### src/rtl/ivpwm_timer.sv
module ivpwm_timer #(
  parameter int W       = 8,
  parameter int DIV_MID = 16,
  parameter int DIV_HI  = 64
) (
  input  logic         clk,
  input  logic         rst_n,
  input  logic         tick_inst,
  input  logic         tick_ext,
  input  logic         pwm_mode,
  input  logic [1:0]   rate_sel,
  input  logic         start,
  input  logic [W-1:0] cmp_val,
  input  logic         flag_clr,
  input  logic         irq_en,
  output logic         pin_o,
  output logic         irq_o,
  output logic         flag_o
);

  localparam int PW = $clog2(DIV_HI);
  localparam int MW = $clog2(DIV_MID);

  logic [PW-1:0] pre;
  logic [W-1:0]  cnt, duty_q;
  logic          sq, flag, step;

  always_comb begin
    case (rate_sel)
      2'd0:    step = tick_inst;
      2'd1:    step = tick_inst && (pre[MW-1:0] == '1);
      2'd2:    step = tick_inst && (pre == '1);
      default: step = tick_ext;
    endcase
  end

  wire hit   = (cnt == cmp_val);
  wire match = start && !pwm_mode && step && hit;
  wire wrap  = step && (cnt == '1);

  always_ff @(posedge clk or negedge rst_n) begin
    if (!rst_n) begin
      pre    <= '0;
      cnt    <= '0;
      sq     <= 1'b0;
      duty_q <= '0;
    end else if (!start) begin
      pre    <= '0;
      cnt    <= '0;
      sq     <= 1'b0;
      duty_q <= cmp_val;
    end else begin
      if (tick_inst) pre <= pre + 1'b1;
      if (step) begin
        if (pwm_mode) begin
          cnt <= cnt + 1'b1;
          if (wrap) duty_q <= cmp_val;
        end else if (hit) begin
          cnt <= '0;
          sq  <= ~sq;
        end else begin
          cnt <= cnt + 1'b1;
        end
      end
    end
  end

  always_ff @(posedge clk or negedge rst_n) begin
    if (!rst_n)        flag <= 1'b0;
    else if (match)    flag <= 1'b1;
    else if (flag_clr) flag <= 1'b0;
  end

  assign pin_o  = start && (pwm_mode ? (cnt < duty_q) : sq);
  assign flag_o = flag;
  assign irq_o  = flag && irq_en;

endmodule

### config.mk
export PLATFORM = sky130hd
export DESIGN_NAME = ivpwm_timer
export DESIGN_NICKNAME = d
export VERILOG_FILES = /design/src/rtl/ivpwm_timer.sv
export SDC_FILE = /design/constraint.sdc
export NUM_CORES = 1
export LEC_CHECK = 0
export BUFFER_PORTS_ARGS = -buffer_cell sky130_fd_sc_hd__buf_4
export CORE_ASPECT_RATIO = 1.5
export CORE_MARGIN = 2
export CORE_UTILIZATION = 39
export DETAILED_ROUTE_END_ITERATION = 7
export GPL_TIMING_DRIVEN = 0
export PLACE_DENSITY = 0.63
export SYNTH_ARGS = -nofsm -noshare
export SYNTH_HDL_FRONTEND = slang
export SYNTH_SLANG_ARGS = --single-unit
export TNS_END_PERCENT = 1
### constraint.sdc
create_clock -name clk -period 2 [get_ports clk]
set_input_delay 0.4 -clock clk [delete_from_list [all_inputs] [get_ports clk]]
set_output_delay 0.4 -clock clk [all_outputs]
set_load 0.005 [all_outputs]
==> results.tsv, run 1 <==
stage	metric	value	unit
drt	DRC	0	
clock_tree	total CTS buffers	3	
synth	synthesized area per cell	10.4	um2
layout	area grow syn2layout	20.4	%
drt	Wirelength per Cell	15.6	um
die	FP Rows	28	
timing	clock skew	0.00826	ns
synth	flops & latches, synth	24	
worst_setup_path	Worst EP arrival	1.70	ns
clock_tree	CTS Buffer Depth	2	
worst_setup_path	reg2reg end	duty_q[0]$_DFFE_PN0P_	
layout	Design Area, Final	1940	um2
placement	Placed Area	1810	um2
worst_setup_path	reg-to-reg slack, setup	0.04	ns
timing	Setup-failing EPs final	1	
power_and_ir_drop	net switching power	0.000263	W
clock_tree	clock root cell	clkbuf_8	
synth	prevailing post-synth register cell	dfrtp_1	
timing	fraction of the cycle the final worst path needs	1.05	
status	status	finished with violations	
worst_hold_path	HP Class	in -> async	
placement	RePlAce Congestion	0.824	
layout	layout cells sized above 1	0.315	
timing	Worst Tran Pin Value	0.463	ns
synth	fraction of synthesis flops using an asynchronous set or reset pin	1.00	
layout	Filler cells	375	
drt	post-route antenna net violation count	0	
timing	WHS	0.0130	ns
worst_setup_path	CP max FO	2	
power_and_ir_drop	maximum VDD drop	0.343	mV
synth	synthesized area	1610	um2
drt	DR iter-0 viols	30	
clock_tree	# H-tree levels	1	
synth	register area share after synthesis	0.374	
layout	# nets final	212	
timing	Max Transition Viols Final	0	
clock_tree	clock sink count	24	
global_route	total track usage	0.163	
die	chip width	56.4	um
timing	setup ws final	-0.102	ns
die	core footprint	3960	um2
clock_tree	hold buffer count at CTS	0	
die	Starting Density	0.406	
drt	Detailed Routing Iterations Pass 1	4	
worst_setup_path	R2R Path Start	pre[1]$_DFFE_PN0P_	
placement	post-DP HPWL	2520	um
worst_setup_path	Critical Path RT	1.60	ns
power_and_ir_drop	P_leak	0.915	nW
timing	unrepaired setup endpoints after global routing	true	
power_and_ir_drop	Power Density	539	nW/um2
timing	min Tclk post-route	2.10	ns
layout	antenna diode count	0	
worst_setup_path	FF-to-FF path depth	7	
worst_setup_path	Setup CP Type	reg -> out	
synth	number of synthesized flops with an enable pin	0	
timing	Max-slew headroom	0.691	
drt	final wirelength	3520	um
power_and_ir_drop	Combinational Power Share	0.177	
global_route	GRT Residual Overflow	0	
synth	synth unique cells	44	
power_and_ir_drop	clock power share	0.319	
worst_setup_path	crit path capture type	primary output	
synth	Post-Syn Nets	184	
synth	Synth Instances	154	
timing	Max Clock Freq	0.476	GHz
die	io pins	21	
status	failing checks	negative setup slack	
clock_tree	CTS clk-pin slew, worst paths	0.09	ns
drt	Vias/cell	5.38	
timing	Hold Vio Cnt, Final	0	
clock_tree	CTS tree	yes	
power_and_ir_drop	Sw Share	0.251	
run	MaxCap Viol Count	0	
die	Die H	82.6	um
clock_tree	clk_lat worst skew	0.27	ns
global_route	first-pass GRT wire length	5930	um
placement	number of buffers added on ports	19	
synth	synth warn	0	
worst_setup_path	CP Launch Type	flip-flop	
power_and_ir_drop	internal power	0.000781	W
global_route	vias in the first global route	1296	
global_route	initial antenna violation count	0	
die	full die area	4660	um2
global_route	largest net degree at the start of global routing	25	
power_and_ir_drop	Reg power frac	0.504	
drt	via count	1215	
synthesized netlist by cell type (2+ instances only):
library cell,n,area [um2]
o21ai_0,3,15.0
o2bb2ai_1,5,43.8
mux2_4,8,120
nand2_1,15,56.3
ha_1,12,150
nor2b_1,2,12.5
nor2_1,2,7.51
buf_2,2,10.0
buf_6,2,22.5
mux2_2,2,22.5
xor2_1,9,78.8
nor4_1,5,31.3
a21o_1,2,15.0
a21boi_0,2,15.0
and2_1,6,37.5
inv_1,10,37.5
o21a_1,7,52.6
or3_1,2,12.5
nand4_1,4,25.0
dfrtp_1,24,601
clkbuf_1,3,11.3
xnor2_1,3,26.3
nand3_1,3,15.0
power by group through the flow:
stage                     sequential [W]  clock [W]  combinational, W
after detailed placement        0.000536          0          0.000172
after CTS                       0.000526   0.000343          0.000181
after global placement          0.000534          0          0.000167
after global routing            0.000529   0.000369          0.000208
after floorplan                 0.000530          0          0.000107
final                           0.000526   0.000333          0.000185
timing repair:
item                                    in CTS  in global routing
resized for setup                           10                  3
pin swaps                                    5                  2
endpoints found under the setup margin      12                 16
cloned                                       0                  0
setup buffers                                2                  2
placed cells by master (no fill, tap or decap), types with 2 or more instances in the layout:
cell type / n
a21boi_0: 2
a21o_1: 2
and2_1: 6
buf_2: 2
buf_4: 23
buf_6: 2
clkbuf_1: 2
clkbuf_2: 2
clkbuf_8: 4
dfrtp_1: 21
dfrtp_2: 3
ha_1: 10
inv_1: 9
mux2_2: 2
mux2_4: 8
nand2_1: 15
nand3_1: 3
nand4_1: 4
nor2_1: 2
nor2b_1: 2
nor4_1: 5
o21a_1: 7
o21ai_0: 2
o2bb2ai_1: 5
or3_1: 2
xnor2_1: 3
xor2_1: 9
cell families after synthesis:
| family | share of synthesized area |
|---|---|
| fa+ha+maj | 0.0934 |
| compound gates | 0.142 |
| flops | 0.374 |
| buf+inv | 0.0537 |
| mux | 0.0949 |
| xor+xnor | 0.0654 |
| simple gates | 0.177 |
stage by stage:
stage	TNS, ns	instances	util	worst slack, ns	total power, W
3_5_place_dp	-2.78	218	0.456	-0.209	0.000708
3_3_place_gp	-2.25	218	0.456	-0.172	0.000700
4_1_cts	-0.107	224	0.482	-0.107	0.00105
5_1_grt	-0.710	226	0.489	-0.226	0.00111
6_report	-0.102	226	0.489	-0.102	0.00104
2_1_floorplan	0	154	-	0.0828	0.000638
final cells by class:
cell class / count / area [um2] / share of cell area
multi-input cells: 112 / 960 / 0.496
flip-flops and latches: 24 / 604 / 0.312
repair buffers: 23 / 173 / 0.0892
well taps: 45 / 56.3 / 0.0291
clock buffers: 4 / 55.1 / 0.0284
plain buffers: 8 / 50.0 / 0.0259
inverters: 10 / 37.5 / 0.0194
metal layers:
| metal | GRT usage | up-vias | wire [um] |
|---|---|---|---|
| met4 | 0.0714 | 0 | 53 |
| met3 | 0.0202 | 7 | 111 |
| li1 | - | 599 | - |
| met5 | 0 | - | 0 |
| met2 | 0.307 | 22 | 1890 |
| met1 | 0.183 | 587 | 1470 |
sequential cells by signal, indices dropped and copies added, names as in the netlist:
signal / flops
duty_q: 8
cnt: 8
pre: 6
sq: 1
flag_o: 1
how the worst max path moves through the flow:
stage | start | to | slack, ns | cells after the start
2_1_floorplan | rate_sel[0] | duty_q[0]$_DFFE_PN0P_ | 0.08 | 8
3_3_place_gp | rate_sel[0] | duty_q[2]$_DFFE_PN0P_ | -0.17 | 9
3_5_place_dp | rate_sel[0] | duty_q[0]$_DFFE_PN0P_ | -0.21 | 9
4_1_cts | duty_q[5]$_DFFE_PN0P_ | pin_o | -0.11 | 7
5_1_grt | duty_q[5]$_DFFE_PN0P_ | pin_o | -0.23 | 7
6_report | cnt[6]$_DFFE_PN0P_ | pin_o | -0.10 | 5
worst max-delay path: stages (launching register included):
cell and delay [ns]:
dfrtp_2 0.43, ha_1 0.35, a2111oi_4 0.36, o21ai_1 0.10, nand2_1 0.08, buf_4 0.10
Note: power is estimated with default switching activity, not from simulation.
==> run 2, diff against run 1 <==
--- a/config.mk
+++ b/config.mk
@@ -6,7 +6,6 @@
 export NUM_CORES = 1
 export LEC_CHECK = 0
 export BUFFER_PORTS_ARGS = -buffer_cell sky130_fd_sc_hd__buf_4
-export CORE_ASPECT_RATIO = 1.5
 export CORE_MARGIN = 2
 export CORE_UTILIZATION = 39
 export DETAILED_ROUTE_END_ITERATION = 7
==> run 2 against run 1 <==
The flow still finishes with violations (negative setup slack). Sequential power hardly changed. Register-to-register slack worse by 0.02 ns. Combinational power is 6% higher. Design area is 2.7% higher. Setup slack better by 0.026 ns. Highest routed layer unchanged.
==> results.tsv, run 2 (synthesis results as in run 1) <==
stage	metric	value	unit	change
layout	antenna diode count	0		unchanged
layout	Final Non-Filler Cells	233		was 226
placement	RePlAce Congestion	0.764		was 0.824
die	full die area	4650	um2	was 4660 um2
power_and_ir_drop	Power Density	580	nW/um2	was 539 nW/um2
global_route	total track usage	0.175		was 0.163
timing	fraction of the cycle the final worst path needs	1.04		was 1.05
drt	DRC	0		unchanged
drt	Vias/cell	5.37		was 5.38
layout	biggest regs	cnt: 8 flops, duty_q: 8 flops, pre: 6 flops		unchanged
layout	# nets final	214		was 212
die	Die H	68.2	um	was 82.6 um
power_and_ir_drop	total power	0.00115	W	was 0.00104 W
timing	Setup-failing EPs final	1		unchanged
worst_setup_path	crit path launch	duty_q[5]$_DFFE_PN0P_		was cnt[6]$_DFFE_PN0P_
die	chip width	68.2	um	was 56.4 um
global_route	vias in the first global route	1289		was 1,296
clock_tree	hold buffer count at CTS	0		unchanged
clock_tree	total CTS buffers	3		unchanged
timing	clock skew	0.00418	ns	was 0.00826 ns
layout	layout cells sized above 1	0.333		was 0.315
placement	post-DP HPWL	2610	um	was 2520 um
status	status	finished with violations		unchanged
clock_tree	clock root cell	clkbuf_8		unchanged
power_and_ir_drop	P_leak	0.923	nW	was 0.915 nW
die	io pins	21		unchanged
drt	post-route antenna net violation count	0		unchanged
global_route	largest net degree at the start of global routing	25		unchanged
timing	unrepaired setup endpoints after global routing	true		unchanged
global_route	initial antenna violation count	0		unchanged
global_route	GRT Residual Overflow	0		unchanged
drt	Detailed Routing Iterations Pass 1	4		unchanged
layout	final core utilization	0.501		was 0.489
worst_setup_path	Worst EP arrival	1.68	ns	was 1.70 ns
clock_tree	clock sink count	24		unchanged
timing	setup ws final	-0.0757	ns	was -0.102 ns
global_route	first-pass GRT wire length	6020	um	was 5930 um
worst_setup_path	CP max FO	2		unchanged
worst_hold_path	HP Class	in -> async		unchanged
layout	most frequent cells in the layout	25 x buf_4, 20 x dfrtp_1, 15 x nand2_1, 9 x inv_1, 9 x xor2_1		was 23 x buf_4, 21 x dfrtp_1, 15 x nand2_1, 10 x ha_1
worst_setup_path	critical path's largest stage delay	0.40	ns	was 0.43 ns
timing	Max Transition Viols Final	0		unchanged
die	Starting Density	0.405		was 0.406
layout	area grow syn2layout	23.7	%	was 20.4%
placement	placed insts	223		was 218
worst_setup_path	Setup CP Type	reg -> out		unchanged
timing	min Tclk post-route	2.08	ns	was 2.10 ns
drt	via count	1252		was 1,215
worst_setup_path	Critical Path RT	1.60	ns	about the same
timing	Worst Tran Pin Value	0.485	ns	was 0.463 ns
drt	Wirelength per Cell	15.9	um	was 15.6 um
status	failing checks	negative setup slack		unchanged
die	core footprint	3970	um2	was 3960 um2
clock_tree	CTS tree	yes		unchanged
timing	Max Clock Freq	0.482	GHz	was 0.476 GHz
run	MaxCap Viol Count	0		unchanged
layout	Filler cells	375		unchanged
clock_tree	CTS clk-pin slew, worst paths	0.09	ns	about the same
worst_setup_path	R2R Path Start	cnt[1]$_DFFE_PN0P_		was pre[1]$_DFFE_PN0P_
layout	Design Area, Final	1990	um2	was 1940 um2
worst_setup_path	slowest CP cell	dfrtp_1		was dfrtp_2
clock_tree	CTS Buffer Depth	2		unchanged
placement	Placed Area	1810	um2	about the same
worst_setup_path	crit path capture type	primary output		unchanged
layout	commonest non-fill, non-tap cell in the layout	buf_4		unchanged
timing	Max-slew headroom	0.677		was 0.691
placement	worst slack at placement	-0.217	ns	was -0.209 ns
drt	final wirelength	3700	um	was 3520 um
timing	Hold Vio Cnt, Final	0		unchanged
die	FP Rows	23		was 28
placement	number of buffers added on ports	19		unchanged
clock_tree	clk_lat worst skew	0.27	ns	about the same
worst_setup_path	CP Launch Type	flip-flop		unchanged
drt	DR iter-0 viols	52		was 30
worst_setup_path	critical path, cell by cell	inv_2 -> ha_4 -> a21o_1 -> a2111oi_4 -> o21ai_1 -> nand2_1 -> buf_4		was ha_1 -> a2111oi_4 -> o21ai_1 -> nand2_1 -> buf_4
clock_tree	# H-tree levels	1		unchanged
power_and_ir_drop	maximum VDD drop	0.200	mV	was 0.343 mV
## run 2: layer usage
metal	global-route usage	wire length, um	vias to the layer above
li1	-	-	600
met2	0.320	1920	17
met3	0.0197	89	2
met5	0	0	-
met4	0.0375	13	0
met1	0.220	1670	633
## run 2: path summary, 6_finish.rpt
path	endpoint	cells after the start	slack [ns]
hold / removal	duty_q[6]$_DFFE_PN0P_	1	0.02
setup reg to reg	duty_q[1]$_DFFE_PN0P_	7	0.02
min in group clk	duty_q[2]$_DFFE_PN0P_	2	0.38
max in group asynchronous	cnt[0]$_DFFE_PN0P_	1	1.71
setup / recovery	pin_o	7	-0.08
hold reg to reg	duty_q[0]$_DFFE_PN0P_	1	0.52
## run 2: per-stage QoR
| step | setup TNS (ns) | hold slack [ns] |
|---|---|---|
| 2_1_floorplan | 0 | 0.104 |
| 3_3_place_gp | -2.14 | 0.317 |
| 3_5_place_dp | -2.81 | 0.325 |
| 4_1_cts | -0.0723 | 0.0248 |
| 5_1_grt | -1.04 | 0.0307 |
| 6_report | -0.0757 | 0.0222 |
## run 2: what timing repair did
action | 4_1_cts | 5_1_grt
pin swaps | 5 | 2
buffers inserted | 5 | 1
endpoints found under the setup margin | 10 | 16
gates resized for setup | 10 | 3
## run 2: final cells by class
class / count / area [um2] / area share
buffer: 8 / 48.8 / 0.0245
clock buffer: 3 / 41.3 / 0.0208
clock inverter: 1 / 30.0 / 0.0151
inverter: 10 / 37.5 / 0.0189
multi-input combinational: 112 / 975 / 0.490
sequential: 24 / 606 / 0.305
tap: 50 / 62.6 / 0.0315
timing repair buffer: 25 / 188 / 0.0944
## run 2: critical path: cells and delay by family (launching register included)
kind                     cells  cell delay, ns
AO/OA/AOI/OAI                3            0.54
adder cells (fa/ha/maj)      1            0.20
buffers and inverters        2            0.18
flip-flops                   1            0.40
AND/OR/NAND/NOR              1            0.07
## run 2: power by group
group	switching [W]	total, W	internal [W]
sequential	0.0000188	0.000527	0.000508
clock	0.000163	0.000430	0.000268
combinational	0.0000915	0.000196	0.000104
total	0.000273	0.00115	0.000880
==> run 3, diff against run 2 <==
--- a/config.mk
+++ b/config.mk
@@ -11,6 +11,7 @@
 export DETAILED_ROUTE_END_ITERATION = 7
 export GPL_TIMING_DRIVEN = 0
 export PLACE_DENSITY = 0.63
+export SKIP_LAST_GASP = 1
 export SYNTH_ARGS = -nofsm -noshare
 export SYNTH_HDL_FRONTEND = slang
 export SYNTH_SLANG_ARGS = --single-unit
==> run 3 against run 2 <==
Sequential share of layout area hardly changed. Cell count stayed put. Clock skew is 0.0017 ns higher. Register-to-register slack worse by 0.03 ns. The flow still finishes with violations (negative setup slack). Hold slack worse by 0.0012 ns. Global-route usage hardly changed. Design area is 0.31% lower. Combinational power hardly changed. Routed wire length is 0.68% lower. Count of clock-buffer cells in the layout stayed put. Utilization is 0.16 points lower.
==> results.tsv, run 3 (synthesis results as in run 1) <==
stage	metric	value	unit	change
placement	worst slack at placement	-0.217	ns	unchanged
die	FP Rows	23		unchanged
clock_tree	clk_lat worst skew	0.27	ns	about the same
drt	DR iter-0 viols	58		was 52
layout	most frequent cells in the layout	25 x buf_4, 21 x dfrtp_1, 15 x nand2_1, 10 x ha_1		was 25 x buf_4, 20 x dfrtp_1, 15 x nand2_1, 9 x inv_1, 9 x xor2_1
placement	post-DP HPWL	2610	um	unchanged
global_route	met2 Use GR	0.320		unchanged
timing	Hold Vio Cnt, Final	0		unchanged
clock_tree	CTS clk-pin slew, worst paths	0.09	ns	about the same
drt	DRC	0		unchanged
global_route	met3 usage	0.0197		unchanged
drt	Wirelength per Cell	15.8	um	was 15.9 um
clock_tree	clock sink count	24		unchanged
drt	post-route antenna net violation count	0		unchanged
die	Die H	68.2	um	unchanged
clock_tree	# H-tree levels	1		unchanged
timing	Worst Tran Pin Value	0.496	ns	was 0.485 ns
timing	Max Clock Freq	0.482	GHz	about the same
global_route	total track usage	0.175		about the same
drt	via count	1240		was 1,252
global_route	largest net degree at the start of global routing	25		unchanged
layout	commonest non-fill, non-tap cell in the layout	buf_4		unchanged
timing	setup ws final	-0.0744	ns	was -0.0757 ns
global_route	layer carrying the most global-route usage	met2		unchanged
layout	area grow syn2layout	23.3	%	was 23.7%
timing	Max Transition Viols Final	0		unchanged
worst_setup_path	crit path capture type	primary output		unchanged
global_route	met1 usage	0.219		was 0.220
die	io pins	21		unchanged
drt	Detailed Routing Iterations Pass 1	4		unchanged
drt	Vias/cell	5.32		was 5.37
worst_setup_path	Setup CP Type	reg -> out		unchanged
timing	min Tclk post-route	2.07	ns	was 2.08 ns
status	status	finished with violations		unchanged
layout	Filler cells	372		was 375
clock_tree	clock root cell	clkbuf_8		unchanged
power_and_ir_drop	P_leak	0.930	nW	was 0.923 nW
timing	Max-slew headroom	0.669		was 0.677
timing	unrepaired setup endpoints after global routing	true		unchanged
status	failing checks	negative setup slack		unchanged
placement	RePlAce Congestion	0.764		unchanged
timing	WHS	0.0210	ns	was 0.0222 ns
global_route	initial antenna violation count	0		unchanged
layout	antenna diode count	0		unchanged
global_route	first-pass GRT wire length	6010	um	was 6020 um
die	chip width	68.2	um	unchanged
power_and_ir_drop	maximum VDD drop	0.201	mV	was 0.200 mV
die	core footprint	3970	um2	unchanged
layout	# nets final	214		unchanged
timing	Setup-failing EPs final	9		was 1
die	Starting Density	0.405		unchanged
worst_setup_path	Critical Path RT	1.60	ns	about the same
layout	biggest regs	cnt: 8 flops, duty_q: 8 flops, pre: 6 flops		unchanged
worst_setup_path	Worst EP arrival	1.67	ns	was 1.68 ns
clock_tree	CTS tree	yes		unchanged
power_and_ir_drop	Power Density	581	nW/um2	was 580 nW/um2
run	MaxCap Viol Count	0		unchanged
clock_tree	total CTS buffers	3		unchanged
worst_setup_path	CP Launch Type	flip-flop		unchanged
timing	fraction of the cycle the final worst path needs	1.04		about the same
timing	clock skew	0.00588	ns	was 0.00418 ns
global_route	GRT Residual Overflow	0		unchanged
timing	setup TNS	-0.134	ns	was -0.0757 ns
drt	final wirelength	3670	um	was 3700 um
layout	layout cells sized above 1	0.317		was 0.333
worst_hold_path	HP Class	in -> async		unchanged
layout	final core utilization	0.499		was 0.501
die	full die area	4650	um2	unchanged
clock_tree	CTS Buffer Depth	2		unchanged
placement	number of buffers added on ports	19		unchanged
power_and_ir_drop	total power	0.00115	W	about the same
worst_setup_path	CP max FO	2		unchanged
global_route	vias in the first global route	1289		unchanged
## run 3: cell counts in the layout (fill, tap and decap cells not counted)
Identical to the previous run, type by type.
## run 3: through the flow
step                      std cells  instance area (um2)
final                           233                 1980
after global placement          223                 1810
after CTS                       232                 1960
after floorplan                 154                 1610
after detailed placement        223                 1810
after global routing            233                 1980
## run 3: timing repair
item / in CTS / in global routing
pin swaps: 4 / 1
buffers inserted: 5 / 1
hold buffers: 0 / 0
gates resized for setup: 9 / 1
cloned: 0 / 0
setup endpoints to repair: 10 / 16
## run 3: worst max-delay path, cell delays in order, from the launching register on
cell       delay, ns
dfrtp_1         0.40
inv_2           0.08
ha_4            0.20
a21o_1          0.17
a2111oi_4       0.27
o21ai_1         0.10
nand2_1         0.07
buf_4           0.11
## run 3: per-layer routing
layer,up-vias,part of all wire
met5,-,0
met4,0,0.0035
li1,602,-
met1,617,0.45
met3,2,0.028
met2,19,0.52
## run 3: final timing paths
path	start	slack, ns	to	cells after the start
max in group asynchronous	rst_n	1.71	cnt[1]$_DFFE_PN0P_	1
setup / recovery	duty_q[5]$_DFFE_PN0P_	-0.07	pin_o	7
setup reg to reg	pre[0]$_DFFE_PN0P_	-0.01	duty_q[1]$_DFFE_PN0P_	7
hold reg to reg	duty_q[0]$_DFFE_PN0P_	0.52	duty_q[0]$_DFFE_PN0P_	1
min in group clk	cmp_val[6]	0.38	duty_q[6]$_DFFE_PN0P_	2
hold / removal	rst_n	0.02	duty_q[6]$_DFFE_PN0P_	1
## run 3: area by class of cell
class,instances,area [um2],share of cell area
well taps,50,62.6,0.0316
clock buffers,3,41.3,0.0208
repair buffers,25,188,0.0947
clock inverters,1,30.0,0.0152
flip-flops and latches,24,604,0.305
inverters,10,37.5,0.0189
multi-input cells,112,970,0.489
plain buffers,8,48.8,0.0246
## run 3: report_power, final
| part | internal, W | switching, W | leakage (nW) |
|---|---|---|---|
| clock | 0.000268 | 0.000163 | 0.0357 |
| combinational | 0.000104 | 0.0000910 | 0.584 |
| sequential | 0.000508 | 0.0000180 | 0.310 |
